===== config.mk =====
export PLATFORM = sky130hd
export DESIGN_NAME = casc_irq_ctrl
export DESIGN_NICKNAME = d
export VERILOG_FILES = /design/src/rtl/casc_irq_pkg.sv /design/src/rtl/irq_sync.sv /design/src/rtl/irq_rise_latch.sv /design/src/rtl/irq_mask_reg.sv /design/src/rtl/casc_irq_ctrl.sv
export SDC_FILE = /design/constraint.sdc
export NUM_CORES = 1
export LEC_CHECK = 0
export BUFFER_PORTS_ARGS = -buffer_cell sky130_fd_sc_hd__clkbuf_2
export CAP_MARGIN = 40
export CORE_MARGIN = 10
export CORE_UTILIZATION = 46
export CTS_BUF_LIST = sky130_fd_sc_hd__clkbuf_4 sky130_fd_sc_hd__clkbuf_8 sky130_fd_sc_hd__clkbuf_16
export CTS_CLUSTER_DIAMETER = 30
export CTS_CLUSTER_SIZE = 24
export DETAILED_ROUTE_END_ITERATION = 6
export HOLD_SLACK_MARGIN = 0.1
export PLACE_DENSITY = 0.81
export SLEW_MARGIN = 40
export SYNTH_ARGS = -nofsm -noshare
export SYNTH_HDL_FRONTEND = slang
export SYNTH_SLANG_ARGS = --single-unit
export TNS_END_PERCENT = 100

===== constraint.sdc =====
create_clock -name clk -period 1.4 [get_ports clk]
set_clock_uncertainty 0.15 [all_clocks]
set_input_delay 0.07 -clock clk [delete_from_list [all_inputs] [get_ports clk]]
set_output_delay 0.07 -clock clk [all_outputs]
set_load 0.02 [all_outputs]

===== src/rtl/casc_irq_pkg.sv =====
`timescale 1ns/1ps
package casc_irq_pkg;
   // word index of each register (byte offset / 4)
   typedef enum logic [2:0] {
      RIX_L0_STAT  = 3'd0,
      RIX_L0_MASK  = 3'd1,
      RIX_L1_STAT  = 3'd2,
      RIX_L1_MASK  = 3'd3,
      RIX_SH_STAT  = 3'd4,
      RIX_SH_MASKA = 3'd5,
      RIX_SH_MASKB = 3'd6,
      RIX_TMR      = 3'd7
   } reg_idx_e;

   localparam int unsigned NUM_MASKS = 4;
   // slot of each mask in the mask array
   localparam int unsigned MSK_L0 = 0;
   localparam int unsigned MSK_L1 = 1;
   localparam int unsigned MSK_SA = 2;
   localparam int unsigned MSK_SB = 3;
endpackage


===== src/rtl/irq_sync.sv =====
`timescale 1ns/1ps
module irq_sync #(
   parameter int W      = 8,
   parameter int STAGES = 2
) (
   input  logic         clk,
   input  logic         rst_n,
   input  logic [W-1:0] d,
   output logic [W-1:0] q
);
   if (STAGES < 2) begin : g_bad_stages
      $error("irq_sync needs at least two stages");
   end
   if (W < 1) begin : g_bad_w
      $error("irq_sync width must be positive");
   end

   logic [STAGES-1:0][W-1:0] stg;

   always_ff @(posedge clk or negedge rst_n) begin
      if (!rst_n) begin
         stg <= '0;
      end else begin
         stg[0] <= d;
         for (int s = 1; s < STAGES; s++) begin
            stg[s] <= stg[s-1];
         end
      end
   end

   assign q = stg[STAGES-1];
endmodule


===== src/rtl/irq_rise_latch.sv =====
`timescale 1ns/1ps
module irq_rise_latch #(
   parameter int N = 2
) (
   input  logic         clk,
   input  logic         rst_n,
   input  logic [N-1:0] lvl,
   input  logic [N-1:0] clr,
   output logic [N-1:0] pend
);
   if (N < 1) begin : g_bad_n
      $error("irq_rise_latch needs at least one line");
   end

   logic [N-1:0] prev_q;
   logic [N-1:0] rise;

   assign rise = lvl & ~prev_q;

   for (genvar i = 0; i < N; i++) begin : g_line
      always_ff @(posedge clk or negedge rst_n) begin
         if (!rst_n) begin
            prev_q[i] <= 1'b0;
            pend[i]   <= 1'b0;
         end else begin
            prev_q[i] <= lvl[i];
            // a fresh edge wins over a clear in the same cycle
            pend[i]   <= rise[i] | (pend[i] & ~clr[i]);
         end
      end
   end
endmodule


===== src/rtl/irq_mask_reg.sv =====
`timescale 1ns/1ps
module irq_mask_reg #(
   parameter int W = 8
) (
   input  logic         clk,
   input  logic         rst_n,
   input  logic         we,
   input  logic [W-1:0] d,
   output logic [W-1:0] q
);
   always_ff @(posedge clk or negedge rst_n) begin
      if (!rst_n)  q <= '0;
      else if (we) q <= d;
   end
endmodule


===== src/rtl/casc_irq_ctrl.sv =====
`timescale 1ns/1ps
module casc_irq_ctrl
   import casc_irq_pkg::*;
#(
   parameter int GRP_W       = 8,
   parameter int TMR_N       = 2,
   parameter int TMR_BASE    = 0,
   parameter int CASC0_POS   = 7,
   parameter int CASC1_POS   = 3,
   parameter int SYNC_STAGES = 2,
   parameter int ADDR_W      = 6,
   parameter int DATA_W      = 32
) (
   input  logic              clk,
   input  logic              rst_n,
   input  logic [GRP_W-1:0]  loc0_src,
   input  logic [GRP_W-1:0]  loc1_src,
   input  logic [GRP_W-1:0]  map_src,
   input  logic [TMR_N-1:0]  tmr_src,
   input  logic [ADDR_W-1:0] bus_addr,
   input  logic              bus_wr,
   input  logic [DATA_W-1:0] bus_wdata,
   output logic [DATA_W-1:0] bus_rdata,
   output logic              irq_out0,
   output logic              irq_out1
);
   localparam int IDX_W = ADDR_W - 2;
   localparam int ALL_W = 3 * GRP_W + TMR_N;

   if (ADDR_W < 5) begin : g_bad_addr
      $error("address must cover eight words");
   end
   if (DATA_W < GRP_W) begin : g_bad_data
      $error("data bus narrower than a group");
   end
   if (CASC0_POS >= GRP_W || CASC1_POS >= GRP_W) begin : g_bad_casc
      $error("cascade position outside the group");
   end
   if (TMR_BASE + TMR_N > GRP_W) begin : g_bad_tmr
      $error("timer bits outside local group 1");
   end
   if (CASC1_POS >= TMR_BASE && CASC1_POS < TMR_BASE + TMR_N) begin : g_bad_overlap
      $error("cascade bit overlaps a timer bit");
   end

   // ---------------- synchronizers ----------------
   logic [ALL_W-1:0] sync_q;
   logic [GRP_W-1:0] l0_sync, l1_sync, map_stat;
   logic [TMR_N-1:0] tmr_sync;

   irq_sync #(.W(ALL_W), .STAGES(SYNC_STAGES)) u_sync (
      .clk   (clk),
      .rst_n (rst_n),
      .d     ({tmr_src, map_src, loc1_src, loc0_src}),
      .q     (sync_q)
   );

   assign l0_sync  = sync_q[GRP_W-1:0];
   assign l1_sync  = sync_q[2*GRP_W-1:GRP_W];
   assign map_stat = sync_q[3*GRP_W-1:2*GRP_W];
   assign tmr_sync = sync_q[ALL_W-1:3*GRP_W];

   // ---------------- register decode ----------------
   logic [IDX_W-1:0]     word;
   logic                 in_range;
   logic [NUM_MASKS-1:0] mask_we;
   logic [TMR_N-1:0]     tmr_clr;

   assign word     = bus_addr[ADDR_W-1:2];
   assign in_range = (int'(word) < 8);

   always_comb begin
      mask_we = '0;
      tmr_clr = '0;
      if (bus_wr && in_range) begin
         case (int'(word))
            int'(RIX_L0_MASK):  mask_we[MSK_L0] = 1'b1;
            int'(RIX_L1_MASK):  mask_we[MSK_L1] = 1'b1;
            int'(RIX_SH_MASKA): mask_we[MSK_SA] = 1'b1;
            int'(RIX_SH_MASKB): mask_we[MSK_SB] = 1'b1;
            int'(RIX_TMR):      tmr_clr = bus_wdata[TMR_N-1:0];
            default: ;
         endcase
      end
   end

   // ---------------- mask registers ----------------
   logic [NUM_MASKS-1:0][GRP_W-1:0] mask_q;

   for (genvar m = 0; m < NUM_MASKS; m++) begin : g_mask
      irq_mask_reg #(.W(GRP_W)) u_mask (
         .clk   (clk),
         .rst_n (rst_n),
         .we    (mask_we[m]),
         .d     (bus_wdata[GRP_W-1:0]),
         .q     (mask_q[m])
      );
   end

   logic [GRP_W-1:0] l0_mask, l1_mask, map_mask0, map_mask1;
   assign l0_mask   = mask_q[MSK_L0];
   assign l1_mask   = mask_q[MSK_L1];
   assign map_mask0 = mask_q[MSK_SA];
   assign map_mask1 = mask_q[MSK_SB];

   // ---------------- timer edge latch ----------------
   logic [TMR_N-1:0] tmr_pend;

   irq_rise_latch #(.N(TMR_N)) u_tmr (
      .clk   (clk),
      .rst_n (rst_n),
      .lvl   (tmr_sync),
      .clr   (tmr_clr),
      .pend  (tmr_pend)
   );

   // ---------------- cascade and status views ----------------
   logic             casc0, casc1;
   logic [GRP_W-1:0] l0_view, l1_view;

   assign casc0 = |(map_stat & map_mask0);
   assign casc1 = |(map_stat & map_mask1);

   always_comb begin
      l0_view            = l0_sync;
      l0_view[CASC0_POS] = casc0;
   end

   always_comb begin
      l1_view = l1_sync;
      for (int t = 0; t < TMR_N; t++) begin
         l1_view[TMR_BASE + t] = tmr_pend[t];
      end
      l1_view[CASC1_POS] = casc1;
   end

   // ---------------- outputs ----------------
   always_ff @(posedge clk or negedge rst_n) begin
      if (!rst_n) begin
         irq_out0 <= 1'b0;
         irq_out1 <= 1'b0;
      end else begin
         irq_out0 <= |(l0_view & l0_mask);
         irq_out1 <= |(l1_view & l1_mask);
      end
   end

   always_comb begin
      bus_rdata = '0;
      if (in_range) begin
         case (int'(word))
            int'(RIX_L0_STAT):  bus_rdata = DATA_W'(l0_view);
            int'(RIX_L0_MASK):  bus_rdata = DATA_W'(l0_mask);
            int'(RIX_L1_STAT):  bus_rdata = DATA_W'(l1_view);
            int'(RIX_L1_MASK):  bus_rdata = DATA_W'(l1_mask);
            int'(RIX_SH_STAT):  bus_rdata = DATA_W'(map_stat);
            int'(RIX_SH_MASKA): bus_rdata = DATA_W'(map_mask0);
            int'(RIX_SH_MASKB): bus_rdata = DATA_W'(map_mask1);
            int'(RIX_TMR):      bus_rdata = DATA_W'(tmr_pend);
            default:            bus_rdata = '0;
         endcase
      end
   end

   logic unused_bits;
   assign unused_bits = ^{bus_addr[1:0], bus_wdata};
endmodule


==> results_dict.tcl, run 1 <==
set metrics [dict create \
    outcome "complete, but fails checks" \
    violations "setup timing" \
    path_class "reg -> out" \
    yosysSeqAreaShare_pct 60.0 \
    fp.dieArea_um2 11300 \
    die_x_um 106 \
    syn_inst 243 \
    fmax_ghz 0.493 \
    clock_sinks 82 \
    synth_top_area_share_pct 60.0 \
    initial_utilization_pct 47.1 \
    drc 0 \
    numCtsBuffers 9 \
    maxCapViolations 0 \
    synthFlopType "dfrtp_1" \
    clk_pin_slew_ns 0.08 \
    slew_violations 0 \
    core_area_um2 7250 \
    hp-class "in -> reg" \
    p_per_area_nw_per_um2 1240 \
    track_usage_pct 15.0 \
    r2r_slack_ns -0.31 \
    via_per_inst 5.03 \
    cts_tree "done" \
    setup_viol 10 \
    final_cell_mix "dfrtp_1, buf_4, clkbuf_2, mux2_2, dlygate4sd3_1" \
    syn_area_um2 3420 \
    drt_iter0_markers 157 \
    drive_gt1_share_pct 44.3 \
    p_leak_nw 2.21 \
    multiInputGateArea_um2 1260 \
    first_global_vias 2613 \
    start_kind "register" \
    cts_root_buf "clkbuf_8" \
    synth.distinct_cells 37 \
    synth-edff-count 0 \
    wl_mm 8.15 \
    drt-wirelength-per-cell_um 17.2 \
    syn_to_final_growth_pct 37.6 \
    layout.cells.non_filler 474 \
    drt_pass1_iterations 4 \
    fillers 542 \
    dp_slack_ns -0.228 \
    syn_avg_cell_area_um2 14.1 \
    io_buffers 46 \
    final_common_cell "dfrtp_1" \
    vias 2384 \
    ys_async_sr_fraction_pct 100 \
    ant_nets 0 \
    grt_max_degree 32 \
    placed_cells 421 \
    ys_seq_elements 82 \
    htreeDepth 3 \
    rsz0062_at_grt "true" \
    grt_pass1_wl_mm 13.4 \
    grt-ovfl-total 0 \
    arrival_ns 1.81 \
    num_rows 31 \
    nets 438 \
    path_max_fanout 2 \
    final.period_utilization_pct 145 \
    gp_congestion 0.924 \
    period_needed_ns 2.03 \
    synthTopCellsByArea "dfrtp_1, mux2_2, buf_4" \
    vdd_drop_max_uv 892 \
    antenna_cells 0 \
    antenna_found_initial 0 \
    clk_latency_ns 0.36 \
    die_height_um 106 \
    clock_path_buffers 2 \
    hpwl_mm 5.99 \
    yosysTopAreaCell "dfrtp_1" \
    end_kind "output port" \
    hold_viol 0 \
    setup_slack_ns -0.627 \
    yosysWarnings 0 \
    holdWs_ns 0.166 \
    cp.required_ns 1.18 \
    ios 101 \
    seq_area_um2 2050 \
]
[cells in the mapped netlist (3+ instances only)]
master / n
nand2_1: 4
and2_1: 3
a211oi_1: 3
nand3_1: 5
a22oi_1: 12
buf_4: 26
mux2i_1: 10
o31ai_1: 3
buf_2: 6
a22o_1: 3
o211a_1: 3
nor2_1: 3
a221oi_1: 5
mux2_2: 36
nand3b_1: 5
dfrtp_1: 82
nand2b_1: 4
[area by class of cell]
cell class	instances	area share, %
Tap cell	99	2.63
Inverter	2	0.160
Clock inverter	6	1.44
Clock buffer	9	2.63
Multi-Input combinational cell	146	26.9
Sequential cell	82	43.6
Timing Repair Buffer	130	22.6
[registers in the layout, indices dropped and copies added (netlist names)]
| signal | cells |
|---|---|
| g_mask.u_mask.q | 32 |
| u_sync.q | 22 |
| u_sync.stg | 22 |
| u_tmr.pend | 2 |
| u_tmr.prev_q | 2 |
| irq_out0 | 1 |
| irq_out1 | 1 |
[worst max-delay path: stages (launching register included)]
cell and delay (ns):
dfrtp_1 0.41, buf_4 0.15, buf_6 0.11, a22oi_2 0.16, nand4_1 0.16, a32o_2 0.33
buf_8 0.13
[per-stage QoR]
stage          cell area, µm²  power, mW  utilization, %  setup TNS (ns)
2_1_floorplan            3520       3.52               -         -0.0820
3_3_place_gp             4050       3.96            55.8           -4.54
3_5_place_dp             4050       4.00            55.8           -4.86
4_1_cts                  4630       5.79            63.8           -3.52
5_1_grt                  4700       6.08            64.9           -4.21
6_report                 4700       5.81            64.9           -3.66
[worst paths after layout]
kind                           startpoint                    end  cells after the start
setup / recovery             u_sync.q[19]           bus_rdata[3]                      6
max in group asynchronous           rst_n           u_sync.q[16]                      4
min in group asynchronous           rst_n  g_mask[3].u_mask.q[1]                      3
hold / removal                     bus_wr  g_mask[1].u_mask.q[1]                      4
setup reg to reg             u_sync.q[19]               irq_out1                      7
hold reg to reg            u_sync.stg[10]           u_sync.q[10]                      0
[power by group]
group / switching [mW] / internal, mW
combinational: 0.549 / 0.722
clock: 0.839 / 0.819
sequential: 0.215 / 2.67
[cells by family after synthesis]
family | after synthesis | synth area share, %
muxes | 49 | 17.0
other | 1 | 0.110
buffers and inverters | 38 | 7.68
AOI/OAI and AO/OA | 39 | 9.40
and+or+nand+nor | 34 | 5.82
DFF | 82 | 60.0
[routing by layer]
metal	track usage, %	vias up	wire length [µm]
met5	0	-	0
met4	6.19	0	147
met3	5.07	13	608
met2	23.9	92	4000
met1	18.2	1173	3390
li1	-	1106	-
[timing repair]
action,4_1_cts,5_1_grt
endpoints found under the setup margin,10,66
hold endpoints to repair,138,0
hold buffers,32,0
gates resized for setup,16,16
pin swaps,4,5
setup buffers,2,5
(Power assumes the default switching activity.)
==> inputs of run 2 (changes only) <==
- CORE_UTILIZATION: 46 -> 23
- PLACE_DENSITY: 0.81 -> 0.49
- SKIP_CTS_REPAIR_TIMING: not set -> 1
==> run 2 against run 1 <==
The flow still finishes with violations (setup timing). Critical endpoint unchanged. Combinational power about the same. First-iteration DRC count fell by 54%. Sequential cell count unchanged. Non-clock buffer count did not move. Largest cell class unchanged. Largest power group unchanged. Register-to-register slack better by 0.09 ns. Fmax increased by 1.5%. Clock-buffer cell count rose by 2.
==> results_dict.tcl, run 2 (synthesis gave the netlist of run 1 again) <==
set metrics [dict create \
    first_global_vias 2415 \
    maxCapViolations 0 \
    r2r_end "irq_out1" \
    end_kind "output port" \
    start_kind "register" \
    r2r_slack_ns -0.22 \
    num_rows 44 \
    antenna_cells 0 \
    hp-class "in -> async" \
    max_stage_delay_ns 0.45 \
    period_needed_ns 2.00 \
    finalInstanceArea_um2 4840 \
    initial_utilization_pct 23.5 \
    path_class "reg -> out" \
    hpwl_mm 6.68 \
    violations "setup timing" \
    numCtsBuffers 9 \
    arrival_ns 1.78 \
    io_buffers 46 \
    wl_mm 8.99 \
    hold_viol 0 \
    antenna_found_initial 0 \
    drt_pass1_iterations 5 \
    htreeDepth 3 \
    vdd_drop_max_uv 518 \
    cts_root_buf "clkbuf_16" \
    outcome "complete, but fails checks" \
    largest_reg_flops 32 \
    clk_pin_slew_ns 0.06 \
    r2r_start "u_sync.q[19]" \
    gp_congestion 0.788 \
    holdWs_ns 0.145 \
    nets 438 \
    grt_max_degree 83 \
    setup_viol 10 \
    final.period_utilization_pct 143 \
    drc 0 \
    cts_tree "done" \
    clock_sinks 82 \
    ios 101 \
    clock_path_buffers 2 \
    core_area_um2 14500 \
    p_per_area_nw_per_um2 1300 \
    place_area_um2 4160 \
    path_max_fanout 2 \
    slew_violations 0 \
    largest_register "g_mask.u_mask.q" \
    setup_slack_ns -0.598 \
    drt_iter0_markers 72 \
    final_common_cell "dfrtp_1" \
    via_per_inst 4.21 \
    p_leak_nw 2.24 \
    reg2reg_depth 7 \
    ant_nets 0 \
    rsz0062_at_grt "true" \
    final_cell_mix "dfrtp_1, buf_4, clkbuf_2, mux2_2, dlygate4sd3_1" \
    fp.dieArea_um2 20100 \
    vias 2357 \
    dp_slack_ns -0.307 \
    layout.cells.non_filler 560 \
    startpoint "u_sync.q[19]" \
    die_height_um 142 \
    track_usage_pct 8.73 \
    drt-wirelength-per-cell_um 16.1 \
    grt_pass1_wl_mm 13.5 \
    path_cells "mux4_2 > or2_0 > a32o_2 > buf_6" \
    clk_latency_ns 0.33 \
    reg_top3 "g_mask.u_mask.q x32, u_sync.q x22, u_sync.stg x22" \
    endpoint "bus_rdata[3]" \
    grt-ovfl-total 0 \
    die_x_um 142 \
    drive_gt1_share_pct 44.9 \
    final_util_pct 33.3 \
    syn_to_final_growth_pct 41.6 \
    fmax_ghz 0.500 \
    placed_cells 510 \
    cp.required_ns 1.18 \
    crit_slowest_cell "mux4_2" \
]
==> run 2: how the worst min path moves through the flow <==
stage	start	to	slack, ns	depth (start not counted)
2_1_floorplan	rst_n	g_mask[0].u_mask.q[0]	-0.38	0
3_3_place_gp	rst_n	u_sync.stg[20]	-0.02	2
3_5_place_dp	rst_n	u_sync.stg[20]	-0.01	2
4_1_cts	rst_n	u_sync.stg[21]	-0.38	2
5_1_grt	rst_n	u_sync.stg[13]	0.20	3
6_report	rst_n	u_sync.stg[13]	0.15	3
==> run 2: final cells by class <==
type / count / area [µm²]
Inverter: 2 / 7.51
Tap cell: 184 / 230
Clock buffer: 11 / 246
Clock inverter: 5 / 30.0
Sequential cell: 82 / 2050
Multi-Input combinational cell: 146 / 1250
Timing Repair Buffer: 130 / 1020
Fill cell: 1471 / 9690
==> run 2: where the power goes <==
part	switching, mW	internal (mW)	total [mW]
clock network	0.918	1.26	2.18
registers	0.216	2.67	2.89
logic	0.549	0.701	1.25
==> run 2: through the flow <==
step                      TNS (ns)  power, mW
final                        -3.47       6.32
after global routing         -4.14       6.64
after CTS                    -3.82       6.26
after detailed placement     -8.54       4.04
after global placement       -9.23       4.02
after floorplan            -0.0820       3.52
==> run 2: per-layer routing <==
metal	GRT usage [%]	vias to the layer above	wire length (µm)
li1	-	1104	-
met1	11.1	1163	4150
met2	13.0	77	4080
met3	2.80	13	573
met4	4.52	0	181
met5	0	-	0
==> run 2: critical path, delay by kind of cell (launching register included) <==
family / cells / cell delay (ns)
AO/OA/AOI/OAI: 1 / 0.26
buffers and inverters: 1 / 0.14
flip-flops: 1 / 0.38
multiplexers: 1 / 0.45
AND/OR/NAND/NOR: 1 / 0.21
